<file path="src/rtl/pgov_pkg.sv">
package pgov_pkg;
  typedef enum logic {
    MODE_REF   = 1'b0,
    MODE_TRACK = 1'b1
  } mode_e;

  typedef struct packed {
    logic en;
    logic mode;
    logic ovp;
    logic rise;
    logic fall;
    logic trk_on;
    logic trk_off;
  } flags_t;

  localparam int unsigned FLAGS_W = $bits(flags_t);
endpackage

</file>
<file path="src/rtl/pgov_sync.sv">
module pgov_sync #(
  parameter int unsigned W      = 7,
  parameter int unsigned STAGES = 2
) (
  input  logic         clk_i,
  input  logic         rst_ni,
  input  logic [W-1:0] d_i,
  output logic [W-1:0] q_o
);
  logic [W-1:0] stg_q [STAGES];

  for (genvar s = 0; s < STAGES; s++) begin : g_stage
    always_ff @(posedge clk_i or negedge rst_ni) begin
      if (!rst_ni) stg_q[s] <= '0;
      else if (s == 0) stg_q[s] <= d_i;
      else stg_q[s] <= stg_q[(s == 0) ? 0 : s-1];
    end
  end

  assign q_o = stg_q[STAGES-1];
endmodule

</file>
<file path="src/rtl/pgov_persist.sv">
module pgov_persist #(
  parameter int unsigned DLY = 16
) (
  input  logic clk_i,
  input  logic rst_ni,
  input  logic cond_i,
  output logic done_o
);
  localparam int unsigned CW = $clog2(DLY + 1);
  localparam logic [CW-1:0] LIMIT = CW'(DLY);

  logic [CW-1:0] cnt_q;

  always_ff @(posedge clk_i or negedge rst_ni) begin
    if (!rst_ni)               cnt_q <= '0;
    else if (!cond_i)          cnt_q <= '0;
    else if (cnt_q != LIMIT)   cnt_q <= cnt_q + 1'b1;
  end

  assign done_o = (cnt_q == LIMIT);

  // a dropped condition restarts the timer
  a_r3_restart: assert property (@(posedge clk_i) disable iff (!rst_ni)
    !cond_i |=> !done_o);
  a_r2_cnt_bound: assert property (@(posedge clk_i) disable iff (!rst_ni)
    cnt_q <= LIMIT);
  a_r2_done_needs_cond: assert property (@(posedge clk_i) disable iff (!rst_ni)
    $rose(done_o) |-> $past(cond_i));
endmodule

</file>
<file path="src/rtl/pgov_supervisor.sv">
module pgov_supervisor
  import pgov_pkg::*;
#(
  parameter int unsigned SYNC_STAGES = 2,
  parameter int unsigned RISE_CYC    = 64000,
  parameter int unsigned FALL_CYC    = 7500,
  parameter int unsigned OVP_CYC     = 125,
  parameter int unsigned TRK_CYC     = 64000
) (
  input  logic clk_i,
  input  logic rst_ni,
  input  logic en_i,
  input  logic track_mode_i,
  input  logic sns_gt_ovp_i,
  input  logic sns_gt_rise_i,
  input  logic sns_lt_fall_i,
  input  logic trk_gt_on_i,
  input  logic trk_lt_off_i,
  output logic pgood_o,
  output logic ov_latch_o,
  output logic drv_off_o
);
  flags_t raw, syn;
  logic [FLAGS_W-1:0] syn_bits;

  assign raw = '{en: en_i, mode: track_mode_i, ovp: sns_gt_ovp_i,
                 rise: sns_gt_rise_i, fall: sns_lt_fall_i,
                 trk_on: trk_gt_on_i, trk_off: trk_lt_off_i};

  pgov_sync #(.W(FLAGS_W), .STAGES(SYNC_STAGES)) u_sync (
    .clk_i (clk_i),
    .rst_ni(rst_ni),
    .d_i   (raw),
    .q_o   (syn_bits)
  );
  assign syn = flags_t'(syn_bits);

  mode_e mode;
  assign mode = mode_e'(syn.mode);

  logic in_win, rise_ok, fall_ok, ovp_ok, trk_on_ok;
  assign in_win = syn.rise & ~syn.ovp;

  pgov_persist #(.DLY(RISE_CYC)) u_rise (
    .clk_i(clk_i), .rst_ni(rst_ni), .cond_i(in_win), .done_o(rise_ok));
  pgov_persist #(.DLY(FALL_CYC)) u_fall (
    .clk_i(clk_i), .rst_ni(rst_ni), .cond_i(syn.fall), .done_o(fall_ok));
  pgov_persist #(.DLY(OVP_CYC)) u_ovp (
    .clk_i(clk_i), .rst_ni(rst_ni), .cond_i(syn.ovp), .done_o(ovp_ok));
  pgov_persist #(.DLY(TRK_CYC)) u_trk (
    .clk_i(clk_i), .rst_ni(rst_ni), .cond_i(syn.trk_on & syn.en), .done_o(trk_on_ok));

  // tracker: slow qualify above upper threshold, immediate drop below lower
  logic trk_q;
  always_ff @(posedge clk_i or negedge rst_ni) begin
    if (!rst_ni)                     trk_q <= 1'b0;
    else if (!syn.en || syn.trk_off) trk_q <= 1'b0;
    else if (trk_on_ok)              trk_q <= 1'b1;
  end

  logic trk_ok;
  assign trk_ok = (mode == MODE_REF) | trk_q;

  // overvoltage latch: live regardless of enable, cleared on enable rising edge
  logic en_d_q, en_rise, ov_q;
  always_ff @(posedge clk_i or negedge rst_ni) begin
    if (!rst_ni) en_d_q <= 1'b0;
    else         en_d_q <= syn.en;
  end
  assign en_rise = syn.en & ~en_d_q;

  always_ff @(posedge clk_i or negedge rst_ni) begin
    if (!rst_ni)      ov_q <= 1'b0;
    else if (ovp_ok)  ov_q <= 1'b1;
    else if (en_rise) ov_q <= 1'b0;
  end

  logic pg_q, pg_kill;
  assign pg_kill = ~syn.en | ovp_ok | ov_q | fall_ok | ~trk_ok;

  always_ff @(posedge clk_i or negedge rst_ni) begin
    if (!rst_ni)                pg_q <= 1'b0;
    else if (pg_kill)           pg_q <= 1'b0;
    else if (rise_ok)           pg_q <= 1'b1;
  end

  assign pgood_o    = pg_q;
  assign ov_latch_o = ov_q;
  assign drv_off_o  = ~syn.en | ov_q;

  a_r8_en_low_kills_pg: assert property (@(posedge clk_i) disable iff (!rst_ni)
    !syn.en |=> !pgood_o);
  a_r7_latch_sticky: assert property (@(posedge clk_i) disable iff (!rst_ni)
    ov_latch_o && !en_rise |=> ov_latch_o);
  a_r6_ovp_sets_latch: assert property (@(posedge clk_i) disable iff (!rst_ni)
    ovp_ok |=> ov_latch_o && !pgood_o);
  a_r11_exclusive: assert property (@(posedge clk_i) disable iff (!rst_ni)
    !(pgood_o && ov_latch_o));
  a_r10_track_gate: assert property (@(posedge clk_i) disable iff (!rst_ni)
    (mode == MODE_TRACK) && !trk_q |=> !pgood_o);
  a_r2_rise_needs_window: assert property (@(posedge clk_i) disable iff (!rst_ni)
    $rose(pgood_o) |-> $past(rise_ok));
  a_r9_drv_off: assert property (@(posedge clk_i) disable iff (!rst_ni)
    ov_latch_o |-> drv_off_o);
endmodule

</file>
<file path="config.mk">
export PLATFORM = sky130hd
export DESIGN_NAME = pgov_supervisor
export DESIGN_NICKNAME = d
export VERILOG_FILES = /design/src/rtl/pgov_pkg.sv /design/src/rtl/pgov_sync.sv /design/src/rtl/pgov_persist.sv /design/src/rtl/pgov_supervisor.sv
export SDC_FILE = /design/constraint.sdc
export NUM_CORES = 1
export LEC_CHECK = 0
export ABC_AREA = 1
export BUFFER_PORTS_ARGS = -buffer_cell sky130_fd_sc_hd__clkbuf_2
export CAP_MARGIN = 20
export CELL_PAD_IN_SITES_DETAIL_PLACEMENT = 0
export CELL_PAD_IN_SITES_GLOBAL_PLACEMENT = 1
export CORE_MARGIN = 4
export CORE_UTILIZATION = 50
export DETAILED_ROUTE_END_ITERATION = 6
export PLACE_DENSITY = 0.9
export SLEW_MARGIN = 0
export SYNTH_ARGS = -nofsm -noshare
export SYNTH_HDL_FRONTEND = slang
export SYNTH_SLANG_ARGS = --single-unit
</file>
<file path="constraint.sdc">
create_clock -name clk_i -period 2.54 [get_ports clk_i]
set_input_delay 0.381 -clock clk_i [delete_from_list [all_inputs] [get_ports clk_i]]
set_output_delay 0.381 -clock clk_i [all_outputs]
set_load 0.03 [all_outputs]
</file>
==> results of run 1 <==
==> registers in the layout, summed over array words and instances (netlist names) <==
signal and cells:
u_rise.cnt_q 16, u_trk.cnt_q 16, u_fall.cnt_q 13, u_ovp.cnt_q 7, u_sync.q_o 7, u_sync.stg_q 7, en_d_q 1, ov_latch_o 1
pgood_o 1, trk_q 1
==> final timing paths <==
path / slack (ns) / to / start
worst max-delay path: 1.09 / drv_off_o / u_sync.q_o[6]
worst min-delay path: 0.13 / u_sync.stg_q[11] / sns_gt_ovp_i
worst max register to register: 1.12 / u_trk.cnt_q[8] / u_trk.cnt_q[0]
worst min register to register: 0.35 / u_sync.q_o[6] / u_sync.stg_q[13]
max in group asynchronous: 1.84 / u_rise.cnt_q[12] / rst_ni
min in group asynchronous: 0.14 / u_trk.cnt_q[5] / rst_ni
==> power groups by stage <==
stage	clock network (W)	logic (W)	registers, W
after global routing	0.00105	0.000107	0.00116
after CTS	0.00101	0.0000918	0.00116
after detailed placement	0	0.0000912	0.00118
after global placement	0	0.0000914	0.00118
final	0.000970	0.0000882	0.00116
after floorplan	0	0.0000536	0.00117
==> layout by cell type, fill, tap and decap left out, types with 3 or more instances in the layout <==
cell type,instances
o21ai_0,9
nor3_1,10
clkbuf_2,10
nand4_1,16
nand2_2,3
o21ai_1,9
a21oi_1,17
nor2_1,79
dfrtp_1,70
or2_2,4
ha_1,8
nor2_2,3
clkbuf_8,9
inv_1,51
nand2_1,114
inv_2,5
a31oi_1,4
nand3_1,36
==> cell type report <==
| cell class | count | share of cell area |
|---|---|---|
| Clock inverter | 5 | 0.0215 |
| Timing Repair Buffer | 11 | 0.0145 |
| Inverter | 57 | 0.0541 |
| Multi-Input combinational cell | 331 | 0.405 |
| Clock buffer | 10 | 0.0322 |
| Sequential cell | 70 | 0.443 |
| Tap cell | 96 | 0.0304 |
==> routing by layer <==
| layer | GRT usage | routed length (um) | share of wire | vias up |
|---|---|---|---|---|
| li1 | - | - | - | 1517 |
| met1 | 0.233 | 3390 | 0.49 | 1299 |
| met2 | 0.279 | 3070 | 0.45 | 53 |
| met3 | 0.0528 | 287 | 0.042 | 13 |
| met4 | 0.0525 | 109 | 0.016 | 0 |
| met5 | 0 | 0 | 0 | - |
==> logic make-up (layout without fill, tap and decap cells) <==
logic type	Yosys count	count (layout)	share of synthesized area
AO/OA/AOI/OAI	44	44	0.0666
buffers and inverters	61	83	0.0649
AND/OR/NAND/NOR	276	276	0.345
adder cells (fa/ha/maj)	8	8	0.0279
flip-flops	70	70	0.488
XOR/XNOR	3	3	0.00733
==> per-stage QoR <==
| stage | cells | instance area [um2] |
|---|---|---|
| floorplan | 462 | 3590 |
| detailed placement | 565 | 3740 |
| global placement | 565 | 3740 |
| global route | 580 | 3960 |
| finish | 580 | 3960 |
| CTS | 580 | 3960 |
==> worst max-delay path, cell delays in order, from the launching register on <==
cell and delay [ns]:
dfrtp_1 0.43, nand2_1 0.09, clkbuf_2 0.20
==> flow_metrics.env, run 1 <==
export IMPL_num_nets_final=497
export IMPL_cts_sink_count=70
export IMPL_outcome="completed"
export IMPL_synthDistinctLibCells=32
export IMPL_async_flop_share=1.00
export IMPL_post_drt_via_cell_ratio=4.97
export IMPL_drive_above_1_share=0.103
export IMPL_cts_setup_buffers=0
export IMPL_holdBufCountCts=0
export IMPL_relSlewSlack=0.431
export IMPL_htree_levels=3
export IMPL_switching_power_w=0.000502
export IMPL_grt_max_degree=71
export IMPL_die_w_um=92.7
export IMPL_syn_area_um2=3590
export IMPL_yosys_warnings=0
export IMPL_grt_pass1_vias=2713
export IMPL_post_synth_top_count_cell="nand2_1"
export IMPL_dp_hpwl_um=4780
export IMPL_post_route_period_util=0.571
export IMPL_final_seq_area_um2=1750
export IMPL_ir_drop_uv=400
export IMPL_clk_pin_slew_ns=0.08
export IMPL_r2r_cells=6
export IMPL_fin_util=0.576
export IMPL_synthTopCellsByArea="dfrtp_1 49%, nand2_1 12%, nor2_1 8.3%"
export IMPL_power_w=0.00222
export IMPL_setup_violations_final=0
export IMPL_start_kind="flop"
export IMPL_seq_area_frac_synth=0.488
export IMPL_comb_power_share=0.040
export IMPL_ant_nets=0
export IMPL_cp_data_arrival_time_ns=1.07
export IMPL_required_ns=2.16
export IMPL_grt_pass1_wl_um=12200
export IMPL_yosys_area_top_type="dfrtp_1"
export IMPL_clockBufferDepth=2
export IMPL_fmax_mhz=689
export IMPL_vias=2882
export IMPL_gp_congestion=0.827
export IMPL_hold_viol=0
export IMPL_cap_violations=0
export IMPL_overflow=0
export IMPL_fillers=633
export IMPL_drcViolationCount=0
export IMPL_p_sw_frac=0.226
export IMPL_initial_utilization=0.522
export IMPL_port_buffers=11
export IMPL_first_iter_violations=120
export IMPL_worst_hold_slack_ns=0.133
export IMPL_netlist_instances=462
export IMPL_multi_input_area_um2=1600
export IMPL_p_int_w=0.00171
export IMPL_antenna_found_initial=0
export IMPL_wirelength_um=6850
export IMPL_fp_row_count=30
export IMPL_dr_pass1_iters=4
export IMPL_clock_power_share=0.438
export IMPL_period_minus_slack_ns=1.45
export IMPL_grt_usage=0.176
export IMPL_synth_edf_count=0
export IMPL_leakagePower_nw=1.83
export IMPL_syn_nets=479
export IMPL_core_um2=6870
export IMPL_post_cts_resized=0
export IMPL_die_height_um=92.7
export IMPL_finClkSkew_ns=0.00750
export IMPL_area_delta_synth_final_pct=10.4
export IMPL_crit_fanout=5
export IMPL_cp_end_kind="primary output"
export IMPL_critical_path_class="reg2out"
export IMPL_die_area_um2=8590
export IMPL_post_drt_wl_per_cell_um=11.8
export IMPL_synth_seq_cells=70
export IMPL_clk_latency_ns=0.35
export IMPL_tritoncts="done"
export IMPL_setup_ws_ns=1.09
export IMPL_synth_top_area_frac=0.488
export IMPL_numCtsBuffers=9
export IMPL_ioPinCount=12
export IMPL_synth_main_ff_cell="dfrtp_1"
export IMPL_fin_setup_tns_ns=0
export IMPL_antenna_cells=0
export IMPL_postSynthAreaPerCell_um2=7.76
export IMPL_tightest_slew_ns=0.854
export IMPL_p_seq_frac=0.522
export IMPL_slew_viol_final=0
export IMPL_synth_common_cells="114 x nand2_1, 79 x nor2_1, 70 x dfrtp_1, 51 x inv_1, 36 x nand3_1"
export IMPL_p_per_area_nw_per_um2=560
export IMPL_root_buffer="clkbuf_8"
export IMPL_hold_path_cell_count=1
export IMPL_holdCritPathClass="in2reg"
export IMPL_pre_cts_ws_ns=1.15
export IMPL_rsz0062_at_grt="false"
Note: power is estimated with default switching activity, not from simulation.
==> run 2: changes to the inputs <==
CORE_UTILIZATION = 46   (was 50)
PLACE_DENSITY = 0.84   (was 0.9)
clock period = 1.41 ns   (was 2.54 ns; I/O delays follow)
==> flow_metrics.env, run 2 (synthesis gave the netlist of run 1 again) <==
export IMPL_p_sw_frac=0.228
export IMPL_dr_pass1_iters=6
export IMPL_die_height_um=96.3
export IMPL_clock_power_share=0.445
export IMPL_post_route_period_util=0.954
export IMPL_drcViolationCount=0
export IMPL_comb_power_share=0.051
export IMPL_fp_row_count=31
export IMPL_num_nets_final=514
export IMPL_grt_max_degree=33
export IMPL_slowest_delay_ns=0.40
export IMPL_clk_latency_ns=0.34
export IMPL_ioPinCount=12
export IMPL_root_buffer="clkbuf_8"
export IMPL_ir_drop_uv=731
export IMPL_rsz0062_at_grt="true"
export IMPL_cp_common_cell="nand2_1"
export IMPL_overflow=0
export IMPL_initial_utilization=0.484
export IMPL_grt_usage=0.176
export IMPL_cp_end_kind="flop"
export IMPL_grt_pass1_vias=2857
export IMPL_multi_input_area_um2=1650
export IMPL_final_seq_area_um2=1750
export IMPL_path_cells="ha_1, nand2_2, nor2_4, nand2_1, o21ai_1, nand2_1, nor2_1"
export IMPL_crit_fanout=4
export IMPL_leakagePower_nw=1.94
export IMPL_crit_family="simple AND/OR/NAND/NOR gates"
export IMPL_holdCritPathClass="in2async"
export IMPL_required_ns=1.69
export IMPL_postLayoutCellArea_um2=4190
export IMPL_layout_commonest_cell="nand2_1"
export IMPL_setup_ws_ns=0.0648
export IMPL_clk_pin_slew_ns=0.08
export IMPL_antenna_found_initial=0
export IMPL_clockBufferDepth=2
export IMPL_critPathBufInv=0
export IMPL_cap_violations=0
export IMPL_p_int_w=0.00318
export IMPL_finClkSkew_ns=0.00943
export IMPL_die_w_um=96.3
export IMPL_p_per_area_nw_per_um2=985
export IMPL_ant_nets=0
export IMPL_start_kind="flop"
export IMPL_switching_power_w=0.000940
export IMPL_cp_slowest_cell="dfrtp_1"
export IMPL_first_iter_violations=129
export IMPL_fmax_mhz=743
export IMPL_gp_congestion=0.851
export IMPL_grt_pass1_wl_um=12700
export IMPL_outcome="completed"
export IMPL_setup_violations_final=0
export IMPL_core_um2=7410
export IMPL_htree_levels=3
export IMPL_dpl_instance_area_um2=3810
export IMPL_area_delta_synth_final_pct=16.8
export IMPL_vias=3010
export IMPL_relSlewSlack=0.780
export IMPL_wirelength_um=7250
export IMPL_antenna_cells=0
export IMPL_hold_viol=0
export IMPL_drive_above_1_share=0.147
export IMPL_cts_sink_count=70
export IMPL_die_area_um2=9270
export IMPL_tightest_slew_ns=0.328
export IMPL_cp_data_arrival_time_ns=1.62
export IMPL_port_buffers=11
export IMPL_worst_hold_slack_ns=0.286
export IMPL_slew_viol_final=0
export IMPL_dp_hpwl_um=5230
export IMPL_tritoncts="done"
export IMPL_fillers=699
export IMPL_critical_path_class="reg2reg"
export IMPL_layout_cells_most_common_list="112 x nand2_1, 75 x nor2_1, 69 x dfrtp_1, 50 x inv_1, 35 x nand3_1"
export IMPL_post_drt_via_cell_ratio=5.01
export IMPL_post_drt_wl_per_cell_um=12.1
export IMPL_power_w=0.00413
export IMPL_p_seq_frac=0.504
export IMPL_period_minus_slack_ns=1.35
export IMPL_numCtsBuffers=9
export IMPL_reg_top3="u_rise.cnt_q x16, u_trk.cnt_q x16, u_fall.cnt_q x13"
export IMPL_pre_cts_ws_ns=0.00300
## run 2: metrics by stage
| step | setup TNS [ns] | util | cells |
|---|---|---|---|
| floorplan | 0 | - | 462 |
| global route | -0.168 | 0.565 | 601 |
| global placement | 0 | 0.515 | 575 |
| detailed placement | 0 | 0.515 | 575 |
| CTS | 0 | 0.557 | 599 |
| finish | 0 | 0.565 | 601 |
## run 2: routing by layer
layer  track usage  up-vias  share of wire
li1              -     1558              -
met2         0.287       71           0.46
met4        0.0549        0          0.012
met5             0        -              0
met1         0.231     1374           0.48
met3        0.0446        7          0.047
## run 2: final timing paths
| kind | endpoint | slack (ns) | start | cells past startpoint |
|---|---|---|---|---|
| worst max-delay path | u_rise.cnt_q[14] | 0.06 | u_rise.cnt_q[0] | 7 |
| worst min-delay path | u_trk.cnt_q[12] | 0.29 | rst_ni | 2 |
| worst max register to register | u_rise.cnt_q[14] | 0.06 | u_rise.cnt_q[0] | 7 |
| worst min register to register | u_sync.q_o[1] | 0.35 | u_sync.stg_q[8] | 0 |
| max in group asynchronous | u_rise.cnt_q[4] | 0.55 | rst_ni | 3 |
| min in group clk_i | u_sync.q_o[1] | 0.35 | u_sync.stg_q[8] | 0 |
## run 2: area by class of cell
class | instances | area share
Sequential cell | 70 | 0.418
Multi-Input combinational cell | 331 | 0.394
Timing Repair Buffer | 28 | 0.0520
Inverter | 57 | 0.0511
Clock buffer | 10 | 0.0329
Tap cell | 99 | 0.0296
Clock inverter | 6 | 0.0224
## run 2: power by group through the flow
stage,Clock (W),Combinational [W],Sequential [W]
finish,0.00184,0.000210,0.00208
global route,0.00198,0.000247,0.00208
CTS,0.00190,0.000209,0.00208
detailed placement,0,0.000190,0.00212
global placement,0,0.000189,0.00212
floorplan,0,0.0000965,0.00211
## run 2: repair_timing
action / CTS / global route
pin swaps: 0 / 2
buffers inserted: 0 / 2
endpoints found under the hold margin: 24 / 0
resized for setup: 1 / 14
hold buffers: 8 / 0
setup endpoints to repair: 2 / 21
